$ cat src/rtl/i2c_rx_pkg.sv
package i2c_rx_pkg;

  typedef enum logic [2:0] {
    ST_IDLE,
    ST_ADDR,
    ST_ADDR_ACK,
    ST_DATA,
    ST_DATA_ACK,
    ST_SKIP
  } rx_state_e;

  typedef struct packed {
    logic scl;
    logic sda;
    logic scl_rise;
    logic scl_fall;
    logic start;
    logic stop;
  } bus_ev_t;

endpackage

$ cat src/rtl/i2c_line_sync.sv
module i2c_line_sync #(
  parameter int STAGES = 2
) (
  input  logic                clk,
  input  logic                rst_n,
  input  logic                scl_i,
  input  logic                sda_i,
  output i2c_rx_pkg::bus_ev_t ev
);
  localparam int NL = 2;

  logic [NL-1:0] raw, now_q, prev_q;
  assign raw = {sda_i, scl_i};

  for (genvar g = 0; g < NL; g++) begin : g_line
    logic [STAGES-1:0] chain;
    always_ff @(posedge clk or negedge rst_n) begin
      if (!rst_n) chain <= '1;
      else        chain <= {chain[STAGES-2:0], raw[g]};
    end
    assign now_q[g] = chain[STAGES-1];
  end

  always_ff @(posedge clk or negedge rst_n) begin
    if (!rst_n) prev_q <= '1;
    else        prev_q <= now_q;
  end

  always_comb begin
    ev.scl      = now_q[0];
    ev.sda      = now_q[1];
    ev.scl_rise = now_q[0] & ~prev_q[0];
    ev.scl_fall = ~now_q[0] & prev_q[0];
    ev.start    = now_q[0] & prev_q[0] & prev_q[1] & ~now_q[1];
    ev.stop     = now_q[0] & prev_q[0] & ~prev_q[1] & now_q[1];
  end

endmodule

$ cat src/rtl/i2c_byte_cnt.sv
module i2c_byte_cnt #(
  parameter int W = 8
) (
  input  logic         clk,
  input  logic         rst_n,
  input  logic         load,
  input  logic [W-1:0] init,
  input  logic         dec,
  output logic [W-1:0] cnt,
  output logic         zero
);
  always_ff @(posedge clk or negedge rst_n) begin
    if (!rst_n)                 cnt <= '0;
    else if (load)              cnt <= init;
    else if (dec && cnt != '0)  cnt <= cnt - W'(1);
  end

  assign zero = (cnt == '0);

  // the count never wraps below zero
  a_r9_no_wrap: assert property (@(posedge clk) disable iff (!rst_n)
    ($past(cnt) == '0 && !$past(load)) |-> cnt == '0);

endmodule

$ cat src/rtl/i2c_rx_target.sv
module i2c_rx_target #(
  parameter int CW          = 8,
  parameter int SYNC_STAGES = 2
) (
  input  logic          clk,
  input  logic          rst_n,
  input  logic          scl_i,
  input  logic          sda_i,
  output logic          scl_oe,
  output logic          sda_oe,
  input  logic [6:0]    own_addr,
  input  logic          stretch_dis,
  input  logic          addr_hold_en,
  input  logic          ack_hold_en,
  input  logic          addr_to_buf,
  input  logic          ack_data,
  input  logic          ack_eoc,
  input  logic          cnt_load,
  input  logic [CW-1:0] cnt_init,
  output logic [CW-1:0] cnt_q,
  input  logic          clr_buf,
  input  logic          clr_stretch,
  input  logic          clr_acktime,
  input  logic          clr_nack,
  output logic          rx_valid,
  input  logic          rx_ready,
  output logic [7:0]    rx_data,
  output logic [6:0]    addr_q,
  output logic          stretch_flag,
  output logic          acktime_flag,
  output logic          nack_flag,
  output logic          irq
);
  import i2c_rx_pkg::*;

  localparam int BW    = 8;
  localparam int BIT_W = $clog2(BW);
  localparam logic [BIT_W-1:0] LAST_BIT = BIT_W'(BW - 1);
  localparam logic [BIT_W-1:0] SEVENTH  = BIT_W'(BW - 2);

  bus_ev_t ev;
  i2c_line_sync #(.STAGES(SYNC_STAGES)) u_sync (
    .clk  (clk),
    .rst_n(rst_n),
    .scl_i(scl_i),
    .sda_i(sda_i),
    .ev   (ev)
  );

  rx_state_e        st;
  logic [BIT_W-1:0] bitc;
  logic [BW-2:0]    shreg;
  logic [BW-1:0]    byte_in;
  logic [BW-1:0]    buf_q;
  logic             buf_full, ack_rose, sda_drv, scl_hold, ovf_wait;
  logic             stretch_q, acktime_q, nack_q;
  logic [6:0]       addr_r;
  logic             cnt_zero, cnt_dec, ack_val, hold_ok, rd_fire, drop;
  logic             byte_done, seventh_rise, addr_ok, data_ok, data_ovf, addr_hit;

  assign byte_in      = {shreg, ev.sda};
  assign addr_hit     = (byte_in[BW-1:1] == own_addr) && !byte_in[0];
  assign hold_ok      = !stretch_dis;
  assign rd_fire      = buf_full && rx_ready;
  assign drop         = rd_fire || clr_buf;
  assign byte_done    = ev.scl_rise && bitc == LAST_BIT && (st == ST_ADDR || st == ST_DATA);
  assign seventh_rise = ev.scl_rise && bitc == SEVENTH && st == ST_DATA;
  assign addr_ok      = byte_done && st == ST_ADDR && addr_hit;
  assign data_ok      = byte_done && st == ST_DATA && !buf_full;
  assign data_ovf     = byte_done && st == ST_DATA && buf_full;

  always_comb begin
    if (st == ST_DATA_ACK && cnt_zero) ack_val = ack_eoc;
    else                               ack_val = ack_data;
  end

  assign cnt_dec = (st == ST_DATA_ACK) && ev.scl_rise && !ack_rose && sda_drv;

  i2c_byte_cnt #(.W(CW)) u_cnt (
    .clk  (clk),
    .rst_n(rst_n),
    .load (cnt_load),
    .init (cnt_init),
    .dec  (cnt_dec),
    .cnt  (cnt_q),
    .zero (cnt_zero)
  );

  // Bus sequencing
  always_ff @(posedge clk or negedge rst_n) begin
    if (!rst_n) begin
      st       <= ST_IDLE;
      bitc     <= '0;
      shreg    <= '0;
      ack_rose <= 1'b0;
      sda_drv  <= 1'b0;
    end else if (ev.stop) begin
      st      <= ST_IDLE;
      sda_drv <= 1'b0;
    end else if (ev.start) begin
      st       <= ST_ADDR;
      bitc     <= '0;
      ack_rose <= 1'b0;
      sda_drv  <= 1'b0;
    end else begin
      unique case (st)
        ST_ADDR, ST_DATA: begin
          if (ev.scl_rise) begin
            shreg <= byte_in[BW-2:0];
            bitc  <= bitc + BIT_W'(1);
            if (bitc == LAST_BIT) begin
              ack_rose <= 1'b0;
              if (st == ST_ADDR) st <= addr_hit ? ST_ADDR_ACK : ST_SKIP;
              else               st <= buf_full ? ST_SKIP : ST_DATA_ACK;
            end
          end
        end
        ST_ADDR_ACK, ST_DATA_ACK: begin
          if (!ev.scl && !ack_rose) sda_drv <= !ack_val;
          if (ev.scl_rise) ack_rose <= 1'b1;
          if (ev.scl_fall && ack_rose) begin
            sda_drv <= 1'b0;
            st      <= ST_DATA;
            bitc    <= '0;
          end
        end
        default: ;
      endcase
    end
  end

  // Receive buffer and address register
  always_ff @(posedge clk or negedge rst_n) begin
    if (!rst_n) begin
      buf_q    <= '0;
      buf_full <= 1'b0;
      addr_r   <= '0;
    end else begin
      if ((addr_ok && addr_to_buf) || data_ok) begin
        buf_q    <= byte_in;
        buf_full <= 1'b1;
      end else if (drop) begin
        buf_full <= 1'b0;
      end
      if (addr_ok && !addr_to_buf) addr_r <= byte_in[BW-1:1];
    end
  end

  // Flags
  always_ff @(posedge clk or negedge rst_n) begin
    if (!rst_n) begin
      stretch_q <= 1'b0;
      acktime_q <= 1'b0;
      nack_q    <= 1'b0;
      ovf_wait  <= 1'b0;
    end else begin
      if ((addr_ok && addr_hold_en && hold_ok) ||
          (data_ok && ack_hold_en && hold_ok) ||
          (seventh_rise && buf_full && hold_ok))
        stretch_q <= 1'b1;
      else if (clr_stretch || (ovf_wait && !buf_full))
        stretch_q <= 1'b0;

      if (seventh_rise && buf_full && hold_ok) ovf_wait <= 1'b1;
      else if (!buf_full)                      ovf_wait <= 1'b0;

      if (data_ok && ack_hold_en && hold_ok) acktime_q <= 1'b1;
      else if (clr_acktime)                  acktime_q <= 1'b0;

      if (data_ovf)      nack_q <= 1'b1;
      else if (clr_nack) nack_q <= 1'b0;
    end
  end

  // SCL hold: engaged on a falling edge while a hold is pending
  always_ff @(posedge clk or negedge rst_n) begin
    if (!rst_n)                           scl_hold <= 1'b0;
    else if (ev.stop || ev.start)         scl_hold <= 1'b0;
    else if (!(stretch_q || acktime_q))   scl_hold <= 1'b0;
    else if (ev.scl_fall)                 scl_hold <= 1'b1;
  end

  assign scl_oe       = scl_hold;
  assign sda_oe       = sda_drv;
  assign rx_valid     = buf_full;
  assign rx_data      = buf_q;
  assign addr_q       = addr_r;
  assign stretch_flag = stretch_q;
  assign acktime_flag = acktime_q;
  assign nack_flag    = nack_q;
  assign irq          = stretch_q | acktime_q | nack_q;

  // SDA drive moves only in the low phase of SCL
  a_r10_sda_low_phase: assert property (@(posedge clk) disable iff (!rst_n)
    !$stable(sda_drv) |-> !$past(ev.scl));

  // SCL is only held while a stretch or acknowledge-time flag is pending
  a_r4_hold_has_cause: assert property (@(posedge clk) disable iff (!rst_n)
    $rose(scl_hold) |-> $past(stretch_q || acktime_q));

  // no stretch request arises while stretching is disabled
  a_r11_no_stretch_when_off: assert property (@(posedge clk) disable iff (!rst_n)
    $rose(stretch_q) |-> !$past(stretch_dis));

  // an overflow NACK leaves the buffer untouched and the bus ignored
  a_r7_nack_keeps_buf: assert property (@(posedge clk) disable iff (!rst_n)
    $rose(nack_q) |-> ($stable(buf_q) && st == ST_SKIP));

  // a buffered byte stays until taken or dropped
  a_r5_valid_holds: assert property (@(posedge clk) disable iff (!rst_n)
    (rx_valid && !rx_ready && !clr_buf) |=> rx_valid);

endmodule

$ cat config.mk
export PLATFORM = sky130hd
export DESIGN_NAME = i2c_rx_target
export DESIGN_NICKNAME = d
export VERILOG_FILES = /design/src/rtl/i2c_rx_pkg.sv /design/src/rtl/i2c_line_sync.sv /design/src/rtl/i2c_byte_cnt.sv /design/src/rtl/i2c_rx_target.sv
export SDC_FILE = /design/constraint.sdc
export NUM_CORES = 1
export LEC_CHECK = 0
export BUFFER_PORTS_ARGS = -buffer_cell sky130_fd_sc_hd__buf_2
export CORE_ASPECT_RATIO = 0.75
export CORE_MARGIN = 4
export CORE_UTILIZATION = 57
export CTS_CLUSTER_SIZE = 14
export DETAILED_ROUTE_END_ITERATION = 12
export PLACE_DENSITY = 0.84
export SLEW_MARGIN = 20
export SYNTH_ARGS = -nofsm -noshare
export SYNTH_HDL_FRONTEND = slang
export SYNTH_HIERARCHICAL = 1
export SYNTH_SLANG_ARGS = --single-unit
$ cat constraint.sdc
create_clock -name clk -period 7.6 [get_ports clk]
set_clock_uncertainty 0.15 [all_clocks]
set_input_delay 0.38 -clock clk [delete_from_list [all_inputs] [get_ports clk]]
set_output_delay 0.38 -clock clk [all_outputs]
set_load 0.05 [all_outputs]
==> key figures, run 1 <==
Logic synthesis
  – Most common flop cell mapped by yosys: dfrtp_1
  – Fraction of registers with async set/reset: 100.0%
  – Post-synthesis cell type count: 59
  – Syn Area/Cell: 11.34 um2
  – Post-synth EDFFs: 0
  – Yosys warning total: 6
  – Net Count, Synth: 260
  – Cell count after synthesis: 224
  – Post-synthesis sequential area ratio: 49.53%
  – Seq cells post-synth: 50
  – Combined area of all synthesized cells: 0.002541 mm2

Power and ir drop
  – Pwr/cell area: 225.2 mW/mm2
  – Standby leakage power: 1.447 nW
  – Max VDD drop: 147.3 uV

Floorplanning
  – Core area: 0.004179 mm2
  – Die width: 85.10 um
  – Rows: 20
  – I/O pin count: 61
  – Chip height: 65.83 um
  – Initial core utilization: 60.81%
  – Die area: 0.005602 mm2

Timing
  – Final number of max-transition violations: 0
  – Max transition margin: 39.42%
  – Final hold slack: 0.01185 ns
  – Fmax: 0.3660 GHz
  – Fin Setup TNS: 0 ns
  – Endpoints failing hold: 0
  – Finish-stage setup viols: 0
  – Final period utilization: 35.95%
  – RSZ-0062 raised after global routing: false
  – Minimum clock period: 2.732 ns
  – Worst-margin pin slew: 0.8974 ns
  – Final setup margin: 4.868 ns

Clock network
  – CTS H-tree depth: 2
  – Root Buffer: clkbuf_8
  – Post-CTS sizing: 0
  – Max clock buf depth: 2
  – Worst-path clk slew: 0.09 ns
  – CTS buffer count: 5
  – Clock latency on the worst-skew pair: 0.31 ns
  – CTS Sinks: 50
  – CTS tree: done

Global routing
  – Initial antenna violation count: 0
  – Global-route wire length before repair: 9.204 mm
  – Total grt overflow: 0
  – All-Layer GR Usage: 21.06%
  – Largest net degree at the start of global routing: 51
  – Vias in the first global route: 1963

Final layout
  – Diodes inserted: 0
  – Area growth syn-to-layout: 17.77%
  – Nets@finish: 319
  – Ratio of cells with drive above 1 in the final layout: 36.27%
  – Filler cells: 310

Critical path
  – CP Data Required Time: 7.67 ns
  – Worst setup EP type: register
  – Arr. time, crit path: 2.81 ns
  – Worst setup SP type: register
  – Critical path class: register to register
  – Worst-path maximum fanout: 7

Place
  – PortBufs: 60
  – Gpl congestion: 0.8996
  – Estimated wirelength of the detail-placed design: 4.170 mm
  – Setup WS pre-CTS: 4.959 ns

Route
  – Final wirelength: 5.658 mm
  – Vias/cell: 5.926
  – Routed len/inst: 16.69 um
  – DRC: 0
  – DR iter-0 viols: 141
  – Antenna viol nets, final: 0
  – First drt pass iteration count: 6
  – Vias: 2009

Outcome
  – Result of the run: completed

Flow run
  – Max-Cap Viols: 0

Min path
  – Hold Crit Class: input port to register
==> flip-flops by register name, indices dropped and copies added, names as in the netlist, 2 cells and up <==
| signal | flops |
|---|---|
| st | 3 |
| u_sync/prev_q | 2 |
| addr_q | 7 |
| shreg | 7 |
| u_sync/g_line.chain | 4 |
| rx_data | 8 |
| bitc | 3 |
| u_cnt/cnt | 8 |
==> cells in the mapped netlist, types with 2 or more instances <==
| cell | n | area, um2 |
|---|---|---|
| dfrtp_1 | 44 | 1101 |
| mux2_2 | 16 | 180.2 |
| nand2_1 | 12 | 45.04 |
| nor2_1 | 12 | 45.04 |
| inv_1 | 9 | 33.78 |
| o21ai_0 | 8 | 40.04 |
| mux2_4 | 7 | 105.1 |
| dfstp_2 | 6 | 157.7 |
| nor2b_1 | 6 | 37.54 |
| nor3_1 | 6 | 30.03 |
| a21oi_1 | 5 | 25.02 |
| ha_1 | 5 | 62.56 |
| xnor2_1 | 5 | 43.79 |
| a31oi_1 | 4 | 25.02 |
| clkbuf_1 | 4 | 15.01 |
| nand3_1 | 4 | 20.02 |
| nand4_1 | 4 | 25.02 |
| nor3b_1 | 4 | 30.03 |
| or4_1 | 4 | 30.03 |
| and4b_1 | 3 | 30.03 |
| buf_2 | 3 | 15.01 |
| o311ai_0 | 3 | 26.28 |
| or3_1 | 3 | 18.77 |
| xor2_1 | 3 | 26.28 |
| a221o_1 | 2 | 20.02 |
| a311oi_1 | 2 | 17.52 |
| buf_4 | 2 | 15.01 |
| mux2i_1 | 2 | 20.02 |
| nand2b_1 | 2 | 12.51 |
| nand3b_1 | 2 | 15.01 |
| o22ai_1 | 2 | 12.51 |
| o31ai_1 | 2 | 15.01 |
| or2_2 | 2 | 12.51 |
==> where the power goes <==
| part | internal, W | switching (W) |
|---|---|---|
| registers | 0.000302 | 0.0000504 |
| clock network | 0.000107 | 0.0000857 |
| logic | 0.0000641 | 0.0000643 |
==> cell usage in the layout, fill, tap and decap left out, drive strengths merged, types with 2 or more instances in the layout <==
master	instances
o21ai	8
o311ai	3
nand2b	2
a311oi	2
xnor2	5
o31ai	2
a31oi	4
o22ai	2
ha	5
buf	60
or4	4
clkbuf	7
a221o	2
or3b	2
a21oi	5
a211o	2
nor3	7
dfstp	6
mux2	23
inv	9
nand4	4
dlygate4sd3	2
nand3	4
nor3b	4
dfrtp	44
nor2	12
or2	2
or3	3
nand3b	2
mux2i	2
xor2	3
nand2	12
nor2b	6
and4b	3
==> worst max-delay path: stages (launching register included) <==
cell and delay (ns):
dfstp_2 0.57, nor2b_1 0.44, and4b_1 0.40, or3b_1 0.47
or4_1 0.43, o221ai_1 0.18
==> cell families after synthesis <==
family          count (synthesis)  synth area share [%]
compound gates                 45                 13.20
xor+xnor                        8                 2.757
fa+ha+maj                       5                 2.462
buf+inv                        20                 3.692
flops                          50                 49.53
mux                            25                 12.01
simple gates                   71                 16.35
==> final timing paths <==
path / slack, ns / cells after the start / end / from
max in group asynchronous: 6.42 / 2 / nack_flag / rst_n
setup / recovery: 4.87 / 5 / u_cnt/cnt[3] / u_sync/g_line[0].chain[1]
hold / removal: 0.01 / 1 / u_sync/g_line[1].chain[0] / sda_i
hold reg to reg: 0.21 / 0 / u_sync/g_line[1].chain[1] / u_sync/g_line[1].chain[0]
min in group asynchronous: 0.47 / 2 / u_cnt/cnt[7] / rst_n
setup reg to reg: 4.87 / 5 / u_cnt/cnt[3] / u_sync/g_line[0].chain[1]
==> layer usage <==
layer	GRT usage, %	routed length, um
met1	30.02	2616
met2	31.69	2528
met3	4.732	439
met4	7.510	74
met5	0	0
==> per-stage QoR <==
step,util (%),power [W],instances,area [um2]
floorplan,-,0.0004382,224,2541
global placement,68.29,0.0004763,329,2854
detailed placement,68.29,0.0004837,329,2854
CTS,71.08,0.0006767,337,2970
global route,71.62,0.0007111,339,2993
finish,71.62,0.0006741,339,2993
==> final cells by class <==
type                    instances  area (um2)  share of cell area, %
well taps                      55       68.82                  2.299
multi-input cells             154        1189                  39.72
clock buffers                   7       86.33                  2.885
repair buffers                 62       322.8                  10.79
flip-flops and latches         50        1259                  42.06
inverters                      10       37.54                  1.254
clock inverters                 1       30.03                  1.003
==> what timing repair did <==
| item | 4_1_cts | 5_1_grt |
|---|---|---|
| setup buffers | 0 | 0 |
| hold endpoints to repair | 0 | 45 |
| hold buffers | 0 | 2 |
Note: power is estimated with default switching activity, not from simulation.
==> run 2: changes to the inputs <==
ABC_AREA = 1   (was default)
CORE_UTILIZATION = 54   (was 57)
PLACE_DENSITY = 0.8   (was 0.84)
clock period = 2.59 ns   (was 7.6 ns; I/O delays follow)
==> run 2 against run 1 <==
Compared with the run above:
- combinational power grew to 6.7 times the previous value
- hold slack worse by 0.014 ns
- final cell count rose by 44%
- the flow now finishes with violations (hold timing)
- global-route usage up 0.87 points
- fmax grew 16%
==> key figures, run 2 <==
Logic synthesis
  – Post-synthesis cell type count: 35 (-41%)
  – Fraction of registers with async set/reset: 100.0% (unchanged)
  – Proportion of synthesized area in mux cells: 0% (-12 points)
  – Net Count, Synth: 385 (+48%)
  – Area share of the largest cell type after synthesis: 41.20% (-2.1 points)
  – Synth Area in Adders: 2.341% (-0.12 points)
  – Most common flop cell mapped by yosys: dfrtp_1
  – Cell count after synthesis: 349 (+56%)
  – Seq cells post-synth: 50 (unchanged)
  – Post-synthesis compound-gate area fraction: 5.665% (-7.5 points)
  – Post-synth top area cell: dfrtp_1
  – Syn Area/Cell: 7.658 um2 (-32%)
  – Main combinational cell family by area after synthesis: simple AND/OR/NAND/NOR gates
  – Synth Area in XOR/XNOR: 0.9831% (-1.8 points)
  – Synth area leaders: dfrtp_1 (41%), nand2_1 (16%), nand3_1 (8.6%)
  – Post-synth EDFFs: 0 (unchanged)
  – Synth Area in Simple Gates: 36.24% (+20 points)
  – Yosys warning total: 6 (unchanged)
  – Combined area of all synthesized cells: 0.002673 mm2 (+5.2%)
  – Most frequent cells after synthesis: nand2_1 (115), nand3_1 (46), dfrtp_1 (44)
  – Most common cell in the netlist: nand2_1
  – Post-synthesis sequential area ratio: 47.10% (-2.4 points)

Min path
  – Hold Startpoint: ack_data
  – Hold path endpoint: sda_oe
  – Hold Crit Class: input port to register
  – Worst Hold Depth: 4 (+3)

Flow run
  – Max-Cap Viols: 0 (unchanged)

Outcome
  – Failing checks: hold timing
  – Result of the run: finished with violations

Timing
  – Worst-margin pin slew: 0.5768 ns (-0.3206 ns)
  – Final period utilization: 91.23% (+55 points)
  – Finish-stage setup viols: 0 (unchanged)
  – Endpoints failing hold: 1 (+1)
  – Max transition margin: 61.19% (+22 points)
  – Final hold slack: -0.002613 ns (-0.01446 ns)
  – Minimum clock period: 2.363 ns (-0.3692 ns)
  – Fmax: 0.4232 GHz (+16%)
  – Fin Setup TNS: 0 ns (unchanged)
  – Final number of max-transition violations: 0 (unchanged)

Route
  – DRC: 0 (unchanged)
  – Antenna viol nets, final: 0 (unchanged)
  – Routed len/inst: 12.84 um (-23%)
  – First drt pass iteration count: 4 (-2)
  – Final wirelength: 6.255 mm (+11%)
  – Vias/cell: 5.251 (-11%)
  – Vias: 2557 (+27%)
  – DR iter-0 viols: 137 (-2.8%)

Final layout
  – Layout Cells excl Fill: 487 (+44%)
  – Ratio of cells with drive above 1 in the final layout: 22.33% (-14 points)
  – Diodes inserted: 0 (unchanged)
  – Commonest non-fill, non-tap cell in the layout: nand2_1
  – Finished Cell Area: 0.003288 mm2 (+9.9%)
  – Nets@finish: 465 (+46%)
  – Most frequent cells in the layout: nand2_1 (114), buf_2 (60), nand3_1 (46)
  – Area growth syn-to-layout: 23.03%

Floorplanning
  – Die area: 0.006151 mm2 (+9.8%)
  – Rows: 21 (+5.0%)
  – Initial core utilization: 57.79% (-3.0 points)
  – Chip height: 68.93 um (+4.7%)
  – Die width: 89.24 um (+4.9%)
  – Core area: 0.004624 mm2 (+11%)
  – I/O pin count: 61 (unchanged)

Clock network
  – CTS Sinks: 50 (unchanged)
  – CTS tree: done
  – CTS H-tree depth: 2 (unchanged)
  – Root Buffer: clkbuf_8
  – CTS buffer count: 5 (unchanged)
  – Max clock buf depth: 2 (unchanged)
  – Worst-path clk slew: 0.09 ns (about the same)
  – Clock latency on the worst-skew pair: 0.31 ns (about the same)

Critical path
  – RR Startpoint: u_sync/g_line[0].chain[1]
  – Critical path class: register to register
  – Reg-to-reg endpoint: acktime_flag
  – CP Data Required Time: 2.69 ns (-4.98 ns)
  – FF-to-FF setup slack: 0.23 ns (-4.64 ns)
  – Worst R2R Path Depth: 8 (+3)
  – Worst setup EP type: register
  – Worst-path maximum fanout: 5 (-2)
  – Arr. time, crit path: 2.46 ns (-0.35 ns)
  – Worst setup SP type: register

Power and ir drop
  – P_int: 0.001377 W (+190%)
  – Pwr/cell area: 714.0 mW/mm2 (+220%)
  – Standby leakage power: 1.896 nW (+31%)
  – Tot Pwr: 0.002348 W (+250%)
  – Logic gate share of total power: 36.4% (+17 points)
  – Net Sw Frac: 41.35% (+12 points)
  – Clock power frac: 19.1% (-9.5 points)
  – Max VDD drop: 511.7 uV (+250%)
  – P_sw: 0.0009707 W (+380%)
  – Sequential power share: 44.6% (-7.7 points)

Place
  – Placed cell count: 463 (+41%)
  – Dpl cell area: 0.003032 mm2 (+6.2%)
  – Gpl congestion: 0.8780 (-2.4%)
  – PortBufs: 60 (unchanged)
  – Estimated wirelength of the detail-placed design: 4.660 mm (+12%)

Global routing
  – Total grt overflow: 0 (unchanged)
  – Vias in the first global route: 2296 (+17%)
  – Global-route wire length before repair: 10.28 mm (+12%)
  – Largest net degree at the start of global routing: 34 (-33%)
  – Initial antenna violation count: 0 (unchanged)
  – All-Layer GR Usage: 21.92% (+0.87 points)
-- run 2: cell types whose count changed in the layout (fill, tap and decap cells not counted), sizes merged, moves of 4 or more --
cell         previous run  this run
nor3                    7         1
o21ai                   8        21
nor2                   12        33
nand2                  12       121
nor2b                   6         0
dlygate4sd3             2        16
inv                     9        46
nand3                   4        47
mux2                   23         0
or4                     4         0
-- run 2: logic make-up after synthesis --
group / after synthesis
AOI/OAI and AO/OA: 27
xor gates and xnor gates: 3
adders and majority gates: 5
buffers and inverters: 52
DFF: 50
and+or+nand+nor: 212
-- run 2: worst max path at each step --
stage / from / end / slack, ns
floorplan: u_sync/g_line[0].chain[1] / u_cnt/cnt[3] / 0.58
finish: u_sync/g_line[0].chain[1] / acktime_flag / 0.23
global route: u_sync/g_line[0].chain[1] / acktime_flag / -0.0002
detailed placement: u_sync/g_line[0].chain[1] / u_cnt/cnt[3] / 0.37
CTS: u_sync/g_line[0].chain[1] / acktime_flag / 0.06
global placement: u_sync/g_line[0].chain[1] / u_cnt/cnt[2] / 0.44
-- run 2: repair_timing --
item	4_1_cts	5_1_grt
setup buffers	0	0
endpoints found under the hold margin	29	0
setup endpoints to repair	0	1
gates resized for setup	0	3
hold buffers	16	0
-- run 2: layout make-up --
cell class                      instances  area (um2)
Clock inverter                          2       13.76
Multi-Input combinational cell        247        1219
Tap cell                               57       71.32
Fill cell                             370        1336
Timing Repair Buffer                   78       475.5
Clock buffer                            6       72.57
Inverter                               47       177.7
Sequential cell                        50        1259
-- run 2: routing by layer --
metal,share of wire [%],up-vias,global-route usage (%)
met5,0,-,0
met4,0.88,0,6.320
met3,9.7,7,5.463
met2,44,111,35.57
met1,45,1169,29.30
li1,-,1270,-
-- run 2: worst max-delay path, stage by stage (launching register included) --
cell and delay [ns]:
dfstp_2 0.57, inv_1 0.05, nor2_2 0.16, nand2_2 0.14
inv_1 0.15, nand3_1 0.14, nor3b_2 0.24, o21bai_1 0.15
dlygate4sd3_1 0.56
-- run 2: power groups by stage --
stage | registers [W] | logic, W | clock network [W]
after floorplan | 0.00113 | 0.000532 | 0
after CTS | 0.00105 | 0.000848 | 0.000455
final | 0.00105 | 0.000854 | 0.000447
after detailed placement | 0.00106 | 0.000827 | 0
after global placement | 0.00106 | 0.000799 | 0
after global routing | 0.00107 | 0.000960 | 0.000482
-- run 2: per-stage QoR --
| step | util, % | hold WS, ns | setup WS (ns) |
|---|---|---|---|
| after global placement | 65.56 | -0.05533 | 0.4435 |
| after global routing | 71.10 | 0.02882 | -0.0001621 |
| after detailed placement | 65.56 | -0.05405 | 0.3695 |
| after floorplan | - | -0.3161 | 0.5769 |
| final | 71.10 | -0.002613 | 0.2271 |
| after CTS | 70.89 | 0.005219 | 0.05675 |
==> run 3: changes to the inputs <==
==> constraint.sdc (replaced) <==
create_clock -name clk -period 2.59 [get_ports clk]
set_clock_uncertainty 0.15 [all_clocks]
set_input_delay 0.3885 -clock clk [delete_from_list [all_inputs] [get_ports clk]]
set_output_delay 0.3885 -clock clk [all_outputs]
set_load 0.05 [all_outputs]
==> run 3 against run 2 <==
Compared with the run above:
- the run now ends clean
- first-iteration DRC count is 31% lower
- via count is 5.5% lower
- sequential share of layout area is 1.9 points higher
- final cell count is 2.9% lower
- clock-buffer cell count stayed put
- worst setup slack better by 0.082 ns
- register-to-register slack better by 0.08 ns
- cell area is 4.6% lower
- clock power is 4.5% higher
- flip-flop and latch count stayed put
- sequential power hardly changed
- die area stayed put
- critical path type unchanged
- largest cell class unchanged
==> key figures, run 3 (synthesized netlist as in run 2, its figures left out) <==
Outcome
  – Result of the run: completed

Final layout
  – Nets@finish: 451 (-3.0%)
  – Commonest non-fill, non-tap cell in the layout: nand2_1
  – Filler cells: 406 (+9.7%)
  – Ratio of cells with drive above 1 in the final layout: 22.60% (+0.27 points)
  – Area growth syn-to-layout: 17.32%
  – Most frequent cells in the layout: nand2_1 (115), buf_2 (60), nand3_1 (46)
  – Diodes inserted: 0 (unchanged)

Clock network
  – CTS H-tree depth: 2 (unchanged)
  – CTS buffer count: 5 (unchanged)
  – Post-CTS sizing: 0 (unchanged)
  – Worst-path clk slew: 0.09 ns (about the same)
  – Root Buffer: clkbuf_8
  – Clock latency on the worst-skew pair: 0.32 ns (about the same)
  – Max clock buf depth: 2 (unchanged)
  – CTS Sinks: 50 (unchanged)
  – CTS tree: done

Place
  – Estimated wirelength of the detail-placed design: 4.616 mm (-0.93%)
  – PortBufs: 60 (unchanged)
  – Gpl congestion: 0.9034 (+2.9%)

Timing
  – Worst-margin pin slew: 0.7040 ns (+0.1272 ns)
  – Fmax: 0.4384 GHz (+3.6%)
  – Max transition margin: 53.07% (-8.1 points)
  – Minimum clock period: 2.281 ns (-0.08207 ns)
  – Finish-stage setup viols: 0 (unchanged)
  – Fin Setup TNS: 0 ns (unchanged)
  – Final number of max-transition violations: 0 (unchanged)
  – Final period utilization: 88.06% (-3.2 points)
  – RSZ-0062 raised after global routing: false
  – Endpoints failing hold: 0 (-1)
  – Final hold slack: 0.01936 ns (+0.02197 ns)

Critical path
  – CP Buf/Inv Count: 3 (unchanged)
  – Worst-path maximum fanout: 8 (+3)
  – Worst path slowest cell: dfstp_2
  – Worst setup EP type: register
  – Critical path's top delay family: simple AND/OR/NAND/NOR gates
  – Critical path class: register to register
  – CP Cell Sequence: inv_1 -> nor2_1 -> inv_1 -> nor4_1 -> o21ai_4 -> nand2_4 -> clkinv_2 -> nand2_1 -> nand2_1
  – CP peak stage delay: 0.58 ns (about the same)
  – Arr. time, crit path: 2.33 ns (-0.13 ns)
  – CP Data Required Time: 2.64 ns (-0.05 ns)
  – Worst setup SP type: register

Global routing
  – Vias in the first global route: 2166 (-5.7%)
  – Largest net degree at the start of global routing: 32 (-5.9%)
  – All-Layer GR Usage: 20.79% (-1.1 points)
  – Total grt overflow: 0 (unchanged)
  – Global-route wire length before repair: 9.742 mm (-5.2%)
  – Initial antenna violation count: 0 (unchanged)

Route
  – Final wirelength: 5.986 mm (-4.3%)
  – Routed len/inst: 12.66 um (-1.5%)
  – DRC: 0 (unchanged)
  – Vias/cell: 5.110 (-2.7%)
  – First drt pass iteration count: 4 (unchanged)
  – Vias: 2417 (-5.5%)
  – DR iter-0 viols: 95 (-31%)
  – Antenna viol nets, final: 0 (unchanged)

Power and ir drop
  – Standby leakage power: 1.839 nW (-3.0%)
  – Pwr/cell area: 748.2 mW/mm2 (+4.8%)
  – Max VDD drop: 486.4 uV (-4.9%)
  – Tot Pwr: 0.002346 W (about the same)

Min path
  – Hold Crit Class: input port to register

Floorplanning
  – Core area: 0.004624 mm2 (unchanged)
  – Die width: 89.24 um (unchanged)
  – Chip height: 68.93 um (unchanged)
  – Rows: 21 (unchanged)
  – Die area: 0.006151 mm2 (unchanged)
  – Initial core utilization: 57.79% (unchanged)
  – I/O pin count: 61 (unchanged)

Flow run
  – Max-Cap Viols: 0 (unchanged)
run 3: cell types whose count changed in the layout (fill, tap and decap cells not counted):
cell           previous run  this run
buf_4                     2         3
clkinv_4                  1         0
dlygate4sd3_1            16         1
inv_6                     0         1
nand2_1                 114       115
nand2_2                   3         2
nor2_1                   28        29
nor2_2                    3         2
nor3b_1                   1         2
nor3b_2                   1         0
run 3: layer usage:
metal  wire length (um)  vias up  GRT usage, %  part of all wire (%)
met1               2946     1096         29.56                    49
met4                 72        0         7.063                   1.2
li1                   -     1239             -                     -
met3                443        8         4.038                   7.4
met5                  0        -             0                     0
met2               2523       74         31.89                    42
run 3: worst register-to-register path, stage by stage (launching register included):
cell and delay [ns]:
dfstp_2 0.58, inv_1 0.05, nor2_1 0.24, inv_1 0.13
nor4_1 0.55, o21ai_4 0.16, nand2_4 0.14, clkinv_2 0.08
nand2_1 0.06, nand2_1 0.05
run 3: final cells by class:
type / count / area, um2 / area share (%)
Clock buffer: 6 / 72.57 / 2.314
Clock inverter: 2 / 13.76 / 0.4389
Inverter: 47 / 177.7 / 5.666
Multi-Input combinational cell: 247 / 1209 / 38.55
Sequential cell: 50 / 1259 / 40.14
Tap cell: 57 / 71.32 / 2.275
Timing Repair Buffer: 64 / 332.8 / 10.61
run 3: final timing paths:
kind                                           startpoint                        end  slack [ns]  cells past startpoint
worst min register to register  u_sync/g_line[0].chain[0]  u_sync/g_line[0].chain[1]        0.21                      0
min in group asynchronous                           rst_n               acktime_flag        0.49                      2
max in group asynchronous                           rst_n                  addr_q[1]        1.16                      3
worst min-delay path                                scl_i  u_sync/g_line[0].chain[0]        0.02                      1
worst max-delay path            u_sync/g_line[0].chain[1]               u_cnt/cnt[2]        0.31                      9
worst max register to register  u_sync/g_line[0].chain[1]               u_cnt/cnt[2]        0.31                      9
run 3: timing repair:
action	CTS	global route
setup buffers	0	0
hold buffers	1	0
hold endpoints to repair	16	0
run 3: power by group:
| group | leakage, nW | total, W | switching (W) | internal, W |
|---|---|---|---|---|
| clock | 0.0456 | 0.000467 | 0.000274 | 0.000193 |
| sequential | 0.649 | 0.00105 | 0.000139 | 0.000909 |
| combinational | 1.14 | 0.000832 | 0.000566 | 0.000266 |
| total | 1.84 | 0.00235 | 0.000978 | 0.00137 |
run 3: stage by stage:
| stage | util (%) | setup slack (ns) | cells | cell area [um2] |
|---|---|---|---|---|
| after floorplan | - | 0.5769 | 349 | 2673 |
| after global placement | 65.72 | 0.4432 | 464 | 3039 |
| after detailed placement | 65.72 | 0.3454 | 464 | 3039 |
| after CTS | 67.80 | 0.3288 | 473 | 3136 |
| after global routing | 67.80 | 0.1148 | 473 | 3136 |
| final | 67.80 | 0.3092 | 473 | 3136 |
